<file path="src/rtl/ipf_pkg.sv">
package ipf_pkg;
    typedef enum logic [1:0] {
        CMD_PLAIN = 2'd0,
        CMD_LINE  = 2'd1,
        CMD_MULTI = 2'd2
    } rdcmd_e;

    typedef enum logic [1:0] {
        F_IDLE = 2'd0,
        F_REQ  = 2'd1,
        F_DATA = 2'd2
    } fsm_e;
endpackage

</file>
<file path="src/rtl/ipf_burst_plan.sv">
module ipf_burst_plan
    import ipf_pkg::*;
#(
    parameter int LINE_WORDS = 8,
    parameter int MIN_BURST  = 4,
    parameter int LEN_W      = 8
) (
    input  logic             enable,
    input  logic             cache_en,
    input  logic [2:0]       code,
    output logic             pf_on,
    output logic [LEN_W-1:0] burst,
    output rdcmd_e           cmd
);
    localparam logic [LEN_W-1:0] LINE_L = LEN_W'(LINE_WORDS);
    localparam logic [LEN_W-1:0] MIN_L  = LEN_W'(MIN_BURST);

    logic [3:0]       shift_amt;
    logic [LEN_W-1:0] cfg_beats;

    always_comb begin
        shift_amt = (code == 3'd7) ? 4'd7 : ({1'b0, code} + 4'd1);
        cfg_beats = LEN_W'(1) << shift_amt;
        pf_on     = enable && (cfg_beats >= MIN_L);
        burst     = (cfg_beats < LINE_L) ? cfg_beats : LINE_L;
        if (!cache_en)          cmd = CMD_PLAIN;
        else if (burst < LINE_L) cmd = CMD_MULTI;
        else                    cmd = CMD_LINE;
    end


    always_comb begin
        min_burst_chk: assert (!pf_on || burst >= MIN_L || $isunknown(code));
    end
endmodule

</file>
<file path="src/rtl/ipf_line_store.sv">
module ipf_line_store #(
    parameter int WORDS = 8,
    parameter int DW    = 32,
    localparam int IW   = $clog2(WORDS)
) (
    input  logic          clk,
    input  logic          rst_n,
    input  logic          clr,
    input  logic          we,
    input  logic [IW-1:0] widx,
    input  logic [DW-1:0] wdata,
    input  logic [IW-1:0] ridx,
    output logic [DW-1:0] rdata,
    output logic [WORDS-1:0] vld
);
    logic [DW-1:0]    word_q [WORDS];
    logic [WORDS-1:0] vld_q;

    for (genvar i = 0; i < WORDS; i++) begin : g_word
        logic [DW-1:0] word_d;
        logic          vld_d;
        always_comb begin
            word_d = word_q[i];
            vld_d  = vld_q[i];
            if (clr) begin
                vld_d = 1'b0;
            end else if (we && widx == IW'(i)) begin
                word_d = wdata;
                vld_d  = 1'b1;
            end
        end
        always_ff @(posedge clk or negedge rst_n) begin
            if (!rst_n) begin
                word_q[i] <= '0;
                vld_q[i]  <= 1'b0;
            end else begin
                word_q[i] <= word_d;
                vld_q[i]  <= vld_d;
            end
        end
    end

    assign rdata = word_q[ridx];
    assign vld   = vld_q;


    clr_empty_chk: assert property (@(posedge clk) disable iff (!rst_n)
        clr |=> (vld_q == '0));
endmodule

</file>
<file path="src/rtl/ifetch_prefetch.sv">
module ifetch_prefetch
    import ipf_pkg::*;
#(
    parameter int AW         = 32,
    parameter int DW         = 32,
    parameter int LEN_W      = 8,
    parameter int LINE_WORDS = 8,
    parameter int MIN_BURST  = 4
) (
    input  logic             clk,
    input  logic             rst_n,
    input  logic             pf_enable,
    input  logic             cache_rd_en,
    input  logic [2:0]       burst_code,
    input  logic             fetch_req,
    input  logic [AW-1:0]    fetch_addr,
    output logic             fetch_ack,
    output logic [DW-1:0]    fetch_data,
    input  logic             flush_strobe,
    input  logic             flush_keep,
    output logic             rd_req,
    output logic [AW-1:0]    rd_addr,
    output logic [LEN_W-1:0] rd_len,
    output logic [1:0]       rd_cmd,
    input  logic             rd_gnt,
    input  logic             rd_beat_vld,
    input  logic [DW-1:0]    rd_beat_data
);
    localparam int OFF_W   = $clog2(LINE_WORDS);
    localparam int WIN_LSB = OFF_W + 2;
    localparam int BASE_W  = AW - WIN_LSB;
    localparam logic [OFF_W:0] LINE_F = (OFF_W + 1)'(LINE_WORDS);

    typedef struct packed {
        fsm_e             st;
        logic             ack;
        logic [DW-1:0]    rdata;
        logic             req;
        logic [AW-1:0]    addr;
        logic [LEN_W-1:0] len;
        rdcmd_e           cmd;
        logic [BASE_W-1:0] base;
        logic             win;
        logic [LEN_W-1:0] left;
        logic [OFF_W:0]   fill;
        logic [OFF_W:0]   wpos;
        logic             drop;
        logic             pt;
    } ctl_t;

    ctl_t q, d;

    logic             pf_on;
    logic [LEN_W-1:0] burst;
    rdcmd_e           fill_cmd;

    ipf_burst_plan #(
        .LINE_WORDS(LINE_WORDS), .MIN_BURST(MIN_BURST), .LEN_W(LEN_W)
    ) u_plan (
        .enable(pf_enable), .cache_en(cache_rd_en), .code(burst_code),
        .pf_on(pf_on), .burst(burst), .cmd(fill_cmd)
    );

    logic                  st_clr, st_we;
    logic [OFF_W-1:0]      st_widx;
    logic [DW-1:0]         st_rdata;
    logic [LINE_WORDS-1:0] st_vld;
    logic [OFF_W-1:0]      rd_idx;

    assign rd_idx = fetch_addr[WIN_LSB-1:2];

    ipf_line_store #(.WORDS(LINE_WORDS), .DW(DW)) u_store (
        .clk(clk), .rst_n(rst_n), .clr(st_clr), .we(st_we),
        .widx(st_widx), .wdata(rd_beat_data), .ridx(rd_idx),
        .rdata(st_rdata), .vld(st_vld)
    );

    logic flush_eff, kill, busy_pt, busy_fill, in_win, take, hit;

    always_comb begin
        d       = q;
        d.ack   = 1'b0;
        st_clr  = 1'b0;
        st_we   = 1'b0;
        st_widx = q.wpos[OFF_W-1:0];

        flush_eff = flush_strobe && !flush_keep;
        kill      = flush_eff || !pf_on;
        busy_pt   = (q.st != F_IDLE) && q.pt;
        busy_fill = (q.st != F_IDLE) && !q.pt;
        in_win    = q.win && (fetch_addr[AW-1:WIN_LSB] == q.base);
        take      = fetch_req && !q.ack && !busy_pt;
        hit       = take && pf_on && !flush_eff && in_win && st_vld[rd_idx];

        if (kill) begin
            d.win  = 1'b0;
            st_clr = 1'b1;
            if (busy_fill) d.drop = 1'b1;
        end

        if (take && pf_on && !flush_eff && !in_win && busy_fill) begin
            d.win  = 1'b0;
            d.drop = 1'b1;
            st_clr = 1'b1;
        end

        if (hit) begin
            d.ack   = 1'b1;
            d.rdata = st_rdata;
        end

        unique case (q.st)
            F_IDLE: begin
                if (take && !hit && !flush_eff) begin
                    d.st  = F_REQ;
                    d.req = 1'b1;
                    if (!pf_on) begin
                        d.addr = fetch_addr;
                        d.len  = LEN_W'(1);
                        d.cmd  = CMD_PLAIN;
                        d.left = LEN_W'(1);
                        d.pt   = 1'b1;
                    end else begin
                        st_clr = 1'b1;
                        d.win  = 1'b1;
                        d.base = fetch_addr[AW-1:WIN_LSB];
                        d.addr = {fetch_addr[AW-1:WIN_LSB], {WIN_LSB{1'b0}}};
                        d.len  = burst;
                        d.cmd  = fill_cmd;
                        d.left = burst;
                        d.fill = burst[OFF_W:0];
                        d.wpos = '0;
                        d.pt   = 1'b0;
                        d.drop = 1'b0;
                    end
                end
            end
            F_REQ: begin
                if (rd_gnt) begin
                    d.req = 1'b0;
                    d.st  = F_DATA;
                end
            end
            F_DATA: begin
                if (rd_beat_vld) begin
                    d.left = q.left - LEN_W'(1);
                    if (q.pt) begin
                        d.ack   = 1'b1;
                        d.rdata = rd_beat_data;
                    end else if (!d.drop) begin
                        st_we  = 1'b1;
                        d.wpos = q.wpos + 1'b1;
                    end
                    if (q.left == LEN_W'(1)) begin
                        if (q.pt || d.drop || q.fill >= LINE_F) begin
                            d.st   = F_IDLE;
                            d.pt   = 1'b0;
                            d.drop = 1'b0;
                        end else begin
                            d.st   = F_REQ;
                            d.req  = 1'b1;
                            d.addr = q.addr + (AW'(q.len) << 2);
                            d.left = q.len;
                            d.fill = q.fill + q.len[OFF_W:0];
                        end
                    end
                end
            end
            default: d.st = F_IDLE;
        endcase
    end

    always_ff @(posedge clk or negedge rst_n) begin
        if (!rst_n) begin
            q    <= '0;
            q.st <= F_IDLE;
        end else begin
            q <= d;
        end
    end

    assign fetch_ack  = q.ack;
    assign fetch_data = q.rdata;
    assign rd_req     = q.req;
    assign rd_addr    = q.addr;
    assign rd_len     = q.len;
    assign rd_cmd     = q.cmd;


    req_hold_chk: assert property (@(posedge clk) disable iff (!rst_n)
        (rd_req && !rd_gnt) |=> (rd_req && $stable(rd_addr) && $stable(rd_len) && $stable(rd_cmd)));


    ack_pulse_chk: assert property (@(posedge clk) disable iff (!rst_n)
        fetch_ack |=> !fetch_ack);


    pt_single_chk: assert property (@(posedge clk) disable iff (!rst_n)
        ($rose(rd_req) && $past(!pf_enable)) |-> (rd_len == LEN_W'(1) && rd_cmd == CMD_PLAIN));


    len_cap_chk: assert property (@(posedge clk) disable iff (!rst_n)
        rd_req |-> (rd_len <= LEN_W'(LINE_WORDS)));


    drop_keep_chk: assert property (@(posedge clk) disable iff (!rst_n)
        (q.drop && rd_beat_vld) |=> ($countones(st_vld) <= $past($countones(st_vld))));


    no_req_idle_chk: assert property (@(posedge clk) disable iff (!rst_n)
        (q.st == F_IDLE) |-> !rd_req);
endmodule

</file>
<file path="config.mk">
export PLATFORM = sky130hd
export DESIGN_NAME = ifetch_prefetch
export DESIGN_NICKNAME = d
export VERILOG_FILES = /design/src/rtl/ipf_pkg.sv /design/src/rtl/ipf_burst_plan.sv /design/src/rtl/ipf_line_store.sv /design/src/rtl/ifetch_prefetch.sv
export SDC_FILE = /design/constraint.sdc
export NUM_CORES = 1
export LEC_CHECK = 0
export CORE_ASPECT_RATIO = 1.1
export CORE_MARGIN = 3
export CORE_UTILIZATION = 30
export CTS_BUF_LIST = sky130_fd_sc_hd__clkbuf_8
export DETAILED_ROUTE_END_ITERATION = 8
export DONT_BUFFER_PORTS = 1
export PLACE_DENSITY = 0.4
export SYNTH_ARGS = -nofsm -noshare
export SYNTH_HDL_FRONTEND = slang
export SYNTH_SLANG_ARGS = --single-unit
</file>
<file path="constraint.sdc">
create_clock -name clk -period 8.73 [get_ports clk]
set_clock_uncertainty 0.15 [all_clocks]
set_input_delay 0.4365 -clock clk [delete_from_list [all_inputs] [get_ports clk]]
set_output_delay 0.4365 -clock clk [all_outputs]
set_load 0.01 [all_outputs]
</file>
==> results of run 1 <==
-- flip-flops by register name, summed over array words and instances (netlist names) --
name and count:
q 47, u_store.word_q 256, rd_cmd 2, u_store.vld 8
fetch_ack 1, rd_len 8, fetch_data 32, rd_addr 32
rd_req 1
-- per-layer routing --
| metal | part of all wire (%) | track usage, % |
|---|---|---|
| met2 | 50 | 27.33 |
| met1 | 44 | 20.68 |
| met5 | 0.030 | 0 |
| met3 | 4.3 | 3.027 |
| met4 | 1.9 | 4.992 |
-- per-stage QoR --
step / hold slack (ns) / util (%) / worst slack [ns] / cell area [sq um]
after detailed placement: 0.003079 / 30.79 / 4.105 / 19660
after global routing: -0.7083 / 34.38 / 3.852 / 21950
after global placement: 0.001132 / 30.79 / 4.160 / 19660
after floorplan: -0.009091 / - / 5.661 / 19420
final: -0.6484 / 34.38 / 4.156 / 21950
after CTS: -0.7278 / 34.38 / 4.071 / 21940
-- how the worst min path moves through the flow --
stage / from / end / slack, ns / depth (start not counted)
6_report: rst_n / rd_addr[8]$_DFFE_PN0P_ / -0.65 / 0
5_1_grt: rst_n / rd_addr[6]$_DFFE_PN0P_ / -0.71 / 0
4_1_cts: rst_n / rd_addr[6]$_DFFE_PN0P_ / -0.73 / 0
3_5_place_dp: rst_n / rd_addr[6]$_DFFE_PN0P_ / 0.003 / 0
3_3_place_gp: rst_n / rd_addr[6]$_DFFE_PN0P_ / 0.001 / 0
2_1_floorplan: rst_n / fetch_ack$_DFF_PN0_ / -0.009 / 0
-- area by class of cell --
cell class                      count  area, sq um
Clock inverter                     37        269.0
Inverter                           33        123.9
Multi-Input combinational cell    988         8652
Clock buffer                       85         1170
Antenna cell                        1        2.502
Timing Repair Buffer              104        993.5
Tap cell                          841         1052
Sequential cell                   387         9684
Fill cell                        6403        41890
-- report_power, final --
group          total, uW  internal (uW)  switching, uW
combinational       1140            516            624
sequential          2420           2070            352
clock               1770            976            799
total               5340           3560           1770
-- synth_stat cells (6+ instances only) --
library cell / instances / share of area [%]
buf_1: 15 / 0.29
mux2_2: 266 / 15
a21o_1: 7 / 0.27
nand4_1: 12 / 0.39
nand2_1: 156 / 3.0
a22oi_1: 10 / 0.39
mux4_2: 66 / 7.7
nor2_1: 61 / 1.2
mux2_1: 6 / 0.35
a31oi_1: 7 / 0.23
and3_1: 6 / 0.19
a21oi_1: 57 / 1.5
and2_1: 8 / 0.26
inv_1: 33 / 0.64
mux2i_1: 39 / 2.0
a32oi_1: 9 / 0.41
a22o_1: 7 / 0.32
nor3_1: 12 / 0.31
o21ai_0: 51 / 1.3
o31ai_1: 9 / 0.35
buf_4: 80 / 3.1
o211ai_1: 12 / 0.46
o22ai_1: 14 / 0.45
a211oi_1: 13 / 0.50
dfrtp_1: 387 / 50
xnor2_1: 35 / 1.6
nand3_1: 11 / 0.28
ha_1: 25 / 1.6
buf_2: 20 / 0.52
o2bb2ai_1: 12 / 0.54
nor4_1: 8 / 0.26
clkbuf_1: 47 / 0.91
-- worst register-to-register path: cells and delay by family, from the launching register on --
kind | cells | cell delay, ns
AOI/OAI and AO/OA | 1 | 0.83
xor gates and xnor gates | 1 | 0.29
buffers and inverters | 1 | 0.50
DFF | 1 | 0.38
muxes | 1 | 0.40
and+or+nand+nor | 4 | 1.91
-- kinds of logic after synthesis --
| logic type | share of synthesized area [%] |
|---|---|
| DFF | 49.86 |
| muxes | 25.43 |
| and+or+nand+nor | 7.581 |
| AOI/OAI and AO/OA | 8.019 |
| buffers and inverters | 5.675 |
| xor gates and xnor gates | 1.623 |
| adders and majority gates | 1.816 |
==> impl_metrics.yaml, run 1 <==
run_status:
  status: "finished, violations left"
  failed_checks: "negative hold slack"
routing:
  initialDrtViolationCount: 621
  ant_nets: 0
  drcViolationCount: 0
  wirelength_um: 54090
  drt-pass1-iter-count: 5
  viasPerCell: 5.076
  routed-via-count: 12570
  wl_per_cell_um: 21.85
clocking:
  root_buffer: "clkbuf_8"
  postCtsHoldBufs: 85
  insertion_delay_ns: 0.64
  clock_sink_count: 387
  clk_pin_slew_ns: 0.05
  numCtsBuffers: 74
  clock_path_buffers: 3
  cts_tree: "done"
  post_cts_resized: 0
  ctsHtreeMaxLevel: 3
  post_cts_buffers: 0
synthesis:
  ys_seq_elements: 387
  synth_edf_count: 0
  async_reset_ff_share_pct: 100.0
  avgSynthCellArea_sq_um: 12.34
  synth_area_sq_um: 19420
  seq_area_frac_synth_pct: 49.86
  synth_cells: 1574
  yosys.cell_types.count: 70
  ys_warn_count: 0
  mappedNetlistNets: 1677
  synth_ff_type: "dfrtp_1"
worst_setup_path:
  worst_path_max_delay_cell: "a211oi_4"
  path_buf_inv: 1
  worstPathRequired_ns: 9.08
  crit-reg2reg-launch: "q[19]$_DFFE_PN0P_"
  crit_cells: 8
  worstSetupEndpointType: "register"
  crit_start: "q[19]$_DFFE_PN0P_"
  rrSetupSlack_ns: 4.16
  r2r_end: "u_store.word_q[153]$_DFFE_PN0P_"
  path_cells: "xnor2_1 > nand4_1 > nor3_1 > nand3_2 > a211oi_4 > and4_2 > buf_4 > mux2_2"
  r2r_cells: 8
  slowest_delay_ns: 0.83
  cp_top_family: "simple AND/OR/NAND/NOR gates"
  crit_fanout: 20
  worstPathArrival_ns: 4.93
  critPathKind: "register to register"
  critical_path.startpoint_type: "register"
  critPathCapture: "u_store.word_q[153]$_DFFE_PN0P_"
timing:
  worst_pin_slew_ns: 1.306
  period_needed_ns: 4.574
  drv_slew: 0
  hold_viol_final: 387
  period_share_pct: 52.39
  final.setup.tns_ns: 0
  rsz0062_at_grt: "false"
  hold-worst-slack_ns: -0.6484
  max_slew_margin_pct: 12.90
  setup_viol_count_final: 0
  fmax_ghz: 0.2186
worst_hold_path:
  min_path_type: "input pin to asynchronous set/reset pin"
place:
  io_buffers: 0
  hpwlAfterDp_um: 31520
  gp_congestion: 0.7817
  dp_cells: 2268
final_layout:
  syn_to_final_growth_pct: 12.99
  layout_common_cells: "dfrtp_1, mux2_2, nand2_1, clkbuf_8, dlygate4sd3_1"
  layout_commonest_cell: "dfrtp_1"
  finalNetCount: 1691
  final_cells: 2476
  drive_gt1_share_pct: 28.76
die:
  die_x_um: 248.6
  initial_core_util_pct: 30.43
  dieArea_sq_um: 67840
  die_height_um: 272.9
  core_area_sq_um: 63840
  rows: 97
  ios: 152
global_routing:
  first_global_vias: 13690
  grt_use_total_pct: 16.04
  grt_antenna_before_repair: 2
  grt_max_degree: 388
  gr-total-overflow: 0
  grt_pass1_wl_um: 84950
job:
  drv_cap: 0
power_and_ir_drop:
  peakVddDrop_v: 0.0001257
  power.density_nw_per_um2: 243.2
  p_leak_uw: 0.01023
  finalPower_uw: 5338
No activity file was read; power rests on OpenSTA's default activity.
==> run 2, diff against run 1 <==
Settings changed: ABC_AREA from default to 1.
Clock period 8.73 ns to 4.4 ns, I/O delays scaled along.
==> impl_metrics.yaml, run 2 <==
clocking:
  postCtsHoldBufs: 82
  post_cts_resized: 0
  clock_path_buffers: 3
  insertion_delay_ns: 0.66
  cts_tree: "done"
  ctsHtreeMaxLevel: 3
  root_buffer: "clkbuf_8"
  numCtsBuffers: 78
  post_cts_buffers: 0
  clk_pin_slew_ns: 0.06
  clock_sink_count: 387
synthesis:
  seq_area_frac_synth_pct: 47.27
  async_reset_ff_share_pct: 100.0
  avgSynthCellArea_sq_um: 7.616
  synth_cells: 2690
  ys_seq_elements: 387
  synth_edf_count: 0
  synth.area.top_cells: "dfrtp_1, nand2_1, nand3_1"
  synth_ff_type: "dfrtp_1"
  yosysMostFrequentCell: "nand2_1"
  synth_area_sq_um: 20490
  ys_warn_count: 0
  synthTopCellsByCount: "nand2_1, dfrtp_1, nand3_1"
  mappedNetlistNets: 2793
  yosys.area.top_type: "dfrtp_1"
  synth_top_area_share_pct: 47.27
  yosys.cell_types.count: 44
global_routing:
  grt_max_degree: 388
  grt_use_total_pct: 20.97
  first_global_vias: 17970
  grt_antenna_before_repair: 7
  grt_pass1_wl_um: 113600
  gr-total-overflow: 0
routing:
  wirelength_um: 74900
  viasPerCell: 4.953
  ant_nets: 0
  drcViolationCount: 0
  routed-via-count: 18000
  drt-pass1-iter-count: 5
  wl_per_cell_um: 20.61
  initialDrtViolationCount: 1413
timing:
  worst_pin_slew_ns: 1.486
  worst_slack_ns: 0.6698
  setup_viol_count_final: 0
  hold-worst-slack_ns: -0.8803
  period_share_pct: 84.78
  period_needed_ns: 3.730
  hold_viol_final: 387
  rsz0062_at_grt: "false"
  drv_slew: 0
  final.setup.tns_ns: 0
  fmax_ghz: 0.2681
  max_slew_margin_pct: 0.9395
worst_setup_path:
  path_cells: "inv_1 > ha_1 > inv_2 > nand2_1 > nand3b_1 > nor2_4 > nand2_1 > inv_2 > nand3_4 > buf_4 > nand4_1 > nor2_1 > a22o_1 > dlygate4sd3_1"
  crit-reg2reg-launch: "q[122]$_DFFE_PN0P_"
  worst_path_max_delay_cell: "dlygate4sd3_1"
  worstPathArrival_ns: 4.18
  critPathKind: "register to register"
  critical_path.startpoint_type: "register"
  crit_start: "q[122]$_DFFE_PN0P_"
  crit_fanout: 35
  r2r_cells: 14
  worstPathRequired_ns: 4.85
  slowest_delay_ns: 0.55
  worstSetupEndpointType: "register"
final_layout:
  finalNetCount: 2761
  top_regs: "u_store.word_q: 256 flops, q: 47 flops"
  largest_reg_flops: 256
  layout_common_cells: "nand2_1, dfrtp_1, nand3_1, inv_1, a21oi_1"
  syn_to_final_growth_pct: 13.35
  regMostFlops: "u_store.word_q"
  drive_gt1_share_pct: 7.177
  layout_commonest_cell: "nand2_1"
power_and_ir_drop:
  finalPower_uw: 11290
  power.density_nw_per_um2: 486.0
  peakVddDrop_v: 0.0002462
  p_leak_uw: 0.01162
worst_hold_path:
  min_path_type: "input pin to asynchronous set/reset pin"
place:
  io_buffers: 0
  preCtsSetupSlack_ns: 0.7029
  gp_congestion: 0.8192
  hpwlAfterDp_um: 42380
run_status:
  failed_checks: "negative hold slack"
  status: "finished, violations left"
die:
  core_area_sq_um: 67010
  dieArea_sq_um: 71470
  ios: 152
  die_height_um: 280.1
  initial_core_util_pct: 30.57
  rows: 99
  die_x_um: 255.2
job:
  drv_cap: 0
==> run 2: cell types whose count changed after synthesis, sizes merged, moves of 45 or more <==
cell	change
nand3	+240
inv	+177
a221oi	+63
a21oi	+102
mux2	-272
nand2	+826
o21ai	+152
clkbuf	+45
mux4	-66
==> run 2: final cells by class <==
class,count,area (sq um)
inverters,213,804.5
well taps,909,1137
clock inverters,39,215.2
diodes,9,22.52
repair buffers,121,1194
flip-flops and latches,387,9684
clock buffers,100,1376
multi-input cells,1857,8788
fillers,7083,43790
==> run 2: path summary, 6_finish.rpt <==
check | to | slack, ns
max reg2reg | rd_cmd[0]$_DFFE_PN0P_ | 0.67
min reg2reg | u_store.word_q[212]$_DFFE_PN0P_ | 0.32
min in group clk | fetch_data[19]$_DFF_PN0_ | 0.05
max | rd_cmd[0]$_DFFE_PN0P_ | 0.67
min | rd_addr[7]$_DFFE_PN0P_ | -0.88
max in group asynchronous | u_store.vld[0]$_DFFE_PN0P_ | 3.79
==> run 2: per-layer routing <==
| layer | wire length, um | vias up | part of all wire (%) | track usage, % |
|---|---|---|---|---|
| met4 | 2091 | 0 | 2.8 | 7.603 |
| met3 | 4521 | 138 | 6.0 | 4.385 |
| met1 | 32500 | 8651 | 43 | 27.08 |
| met2 | 35780 | 517 | 48 | 34.66 |
| met5 | 0 | - | 0 | 0 |
| li1 | - | 8698 | - | - |
==> run 2: stage by stage <==
| step | instance area (sq um) | std cells | util, % |
|---|---|---|---|
| after global routing | 23210 | 3631 | 34.64 |
| final | 23220 | 3635 | 34.65 |
| after global placement | 20770 | 3405 | 30.99 |
| after CTS | 23200 | 3626 | 34.62 |
| after detailed placement | 20770 | 3405 | 30.99 |
| after floorplan | 20490 | 2690 | - |
==> run 2: logic make-up (layout without fill, tap and decap cells) <==
kind of cell | after synthesis | in the layout | share of synthesized area [%]
simple gates | 1347 | 1347 | 27.10
fa+ha+maj | 27 | 27 | 1.722
other cells | 0 | 9 | 0
buf+inv | 446 | 473 | 10.01
flops | 387 | 387 | 47.27
xor+xnor | 11 | 11 | 0.4702
compound gates | 472 | 472 | 13.42
==> run 2: worst max-delay path, delay by kind of cell, from the launching register on <==
kind | cells | cell delay, ns
DFF | 1 | 0.41
buffers and inverters | 5 | 1.28
adders and majority gates | 1 | 0.29
and+or+nand+nor | 7 | 1.32
AOI/OAI and AO/OA | 1 | 0.19
==> run 2: power breakdown <==
| group | switching, uW | internal (uW) |
|---|---|---|
| Combinational | 1750 | 887 |
| Clock | 1720 | 2100 |
| Sequential | 680 | 4150 |
| Total | 4150 | 7140 |
==> run 3, diff against run 2 <==
Clock period 4.4 ns to 3.7 ns, I/O delays scaled along.
==> impl_metrics.yaml, run 3 (synthesized netlist as in run 2, its figures left out) <==
routing:
  wl_per_cell_um: 20.77
  ant_nets: 0
  drcViolationCount: 0
  drt-pass1-iter-count: 5
  routed-via-count: 18260
  initialDrtViolationCount: 1486
  viasPerCell: 5.018
  wirelength_um: 75580
timing:
  period_needed_ns: 3.254
  fmax_ghz: 0.3073
  final.setup.tns_ns: 0
  hold-worst-slack_ns: -0.9197
  worst_pin_slew_ns: 1.344
  setup_viol_count_final: 0
  hold_viol_final: 387
  rsz0062_at_grt: "false"
  drv_slew: 0
  max_slew_margin_pct: 10.43
  period_share_pct: 87.94
worst_setup_path:
  crit_fanout: 32
  rrSetupSlack_ns: 0.45
  slowest_delay_ns: 0.61
  worstPathArrival_ns: 3.69
  worstSetupEndpointType: "register"
  path_cells: "inv_1 > ha_1 > inv_2 > nand2_1 > nand3b_1 > nor2_4 > nand2_1 > inv_2 > buf_4 > o2111ai_1 > dlygate4sd3_1 > nand3_1 > o21ai_0 > inv_1"
  worstPathRequired_ns: 4.14
  critical_path.startpoint_type: "register"
  cp_top_family: "buffers and inverters"
  critPathKind: "register to register"
  path_buf_inv: 6
  worst_path_max_delay_cell: "dlygate4sd3_1"
power_and_ir_drop:
  cell_internal_pwr_uw: 8613
  power_frac_clock_pct: 34.1
  power.density_nw_per_um2: 581.3
  p_sw_uw: 4932
  p_leak_uw: 0.01163
  seqPwrFrac_pct: 42.2
  combPwrFrac_pct: 23.6
  switching_share_pct: 36.41
  peakVddDrop_v: 0.0003973
clocking:
  clock_sink_count: 387
  cts_tree: "done"
  ctsHtreeMaxLevel: 3
  numCtsBuffers: 77
  root_buffer: "clkbuf_8"
  clock_path_buffers: 3
  post_cts_buffers: 0
  postCtsHoldBufs: 84
  insertion_delay_ns: 0.64
  clk_pin_slew_ns: 0.06
run_status:
  failed_checks: "negative hold slack"
  status: "finished, violations left"
die:
  die_height_um: 280.1
  ios: 152
  initial_core_util_pct: 30.57
  dieArea_sq_um: 71470
  core_area_sq_um: 67010
  die_x_um: 255.2
  rows: 99
global_routing:
  grt_pass1_wl_um: 115300
  first_global_vias: 18410
  grt_use_total_pct: 21.18
  grt_max_degree: 388
  gr-total-overflow: 0
  grt_antenna_before_repair: 7
place:
  dp_cells: 3413
  io_buffers: 0
  gp_congestion: 0.8424
  dpl_cell_area_sq_um: 20780
  hpwlAfterDp_um: 43390
final_layout:
  top_regs: "u_store.word_q: 256 flops, q: 47 flops"
  regMostFlops: "u_store.word_q"
  n_fill_cell: 7165
  layout_commonest_cell: "nand2_1"
  post-route-cell-area_sq_um: 23300
  layout_common_cells: "nand2_1, dfrtp_1, nand3_1, inv_1, a21oi_1"
  largest_reg_flops: 256
  multi_input_area_sq_um: 8788
  fin_util_pct: 34.77
  syn_to_final_growth_pct: 13.74
  drive_gt1_share_pct: 7.786
  final_cells: 3638
  finalNetCount: 2770
  regArea_sq_um: 9684
job:
  drv_cap: 0
worst_hold_path:
  min_path_type: "input pin to asynchronous set/reset pin"
[run 3: cell count changes in the layout (fill, tap and decap cells not counted), moves of 2 or more]
| cell | change |
|---|---|
| inv_1 | -11 |
| buf_4 | +12 |
| clkbuf_8 | +6 |
| diode_2 | -3 |
| clkinvlp_4 | +2 |
| buf_12 | -2 |
[run 3: power groups by stage]
stage,Clock (uW),Combinational [uW],Sequential [uW]
floorplan,0,2890,5370
global placement,0,3000,5790
detailed placement,0,3040,5810
CTS,4790,3220,5740
global route,5000,3680,5830
finish,4620,3200,5720
[run 3: worst paths after layout]
check	from	to	depth (start not counted)
worst min register to register	u_store.word_q[196]$_DFFE_PN0P_	u_store.word_q[196]$_DFFE_PN0P_	2
max in group asynchronous	rst_n	u_store.word_q[177]$_DFFE_PN0P_	0
min in group clk	fetch_addr[2]	fetch_data[19]$_DFF_PN0_	6
worst max-delay path	q[123]$_DFFE_PN0P_	fetch_data[16]$_DFF_PN0_	14
worst min-delay path	rst_n	rd_addr[30]$_DFFE_PN0P_	0
worst max register to register	q[123]$_DFFE_PN0P_	fetch_data[16]$_DFF_PN0_	14
[run 3: final cells by class]
class | count | area share [%]
antenna | 6 | 0.06443
clock buffer | 106 | 6.261
clock inverter | 29 | 0.7302
inverter | 213 | 3.453
multi-input combinational | 1857 | 37.71
sequential | 387 | 41.56
tap | 909 | 4.881
timing repair buffer | 131 | 5.337
[run 3: repair_timing]
item | CTS | global route
hold endpoints to repair | 762 | 387
resized for setup | 0 | 0
endpoints found under the setup margin | 0 | 0
[run 3: metrics by stage]
| stage | total power (uW) | setup WS (ns) | hold slack, ns |
|---|---|---|---|
| finish | 13550 | 0.4462 | -0.9197 |
| global route | 14500 | 0.1436 | -0.9642 |
| global placement | 8794 | 0.5203 | -0.2483 |
| detailed placement | 8850 | 0.4063 | -0.2482 |
| floorplan | 8256 | 1.218 | -0.2606 |
| CTS | 13760 | 0.4336 | -0.9722 |
[run 3: routing by layer]
layer | GRT usage [%] | wire length [um]
met5 | 0 | 26
met2 | 34.08 | 35120
met4 | 7.384 | 2163
met3 | 4.246 | 4529
met1 | 28.36 | 33740
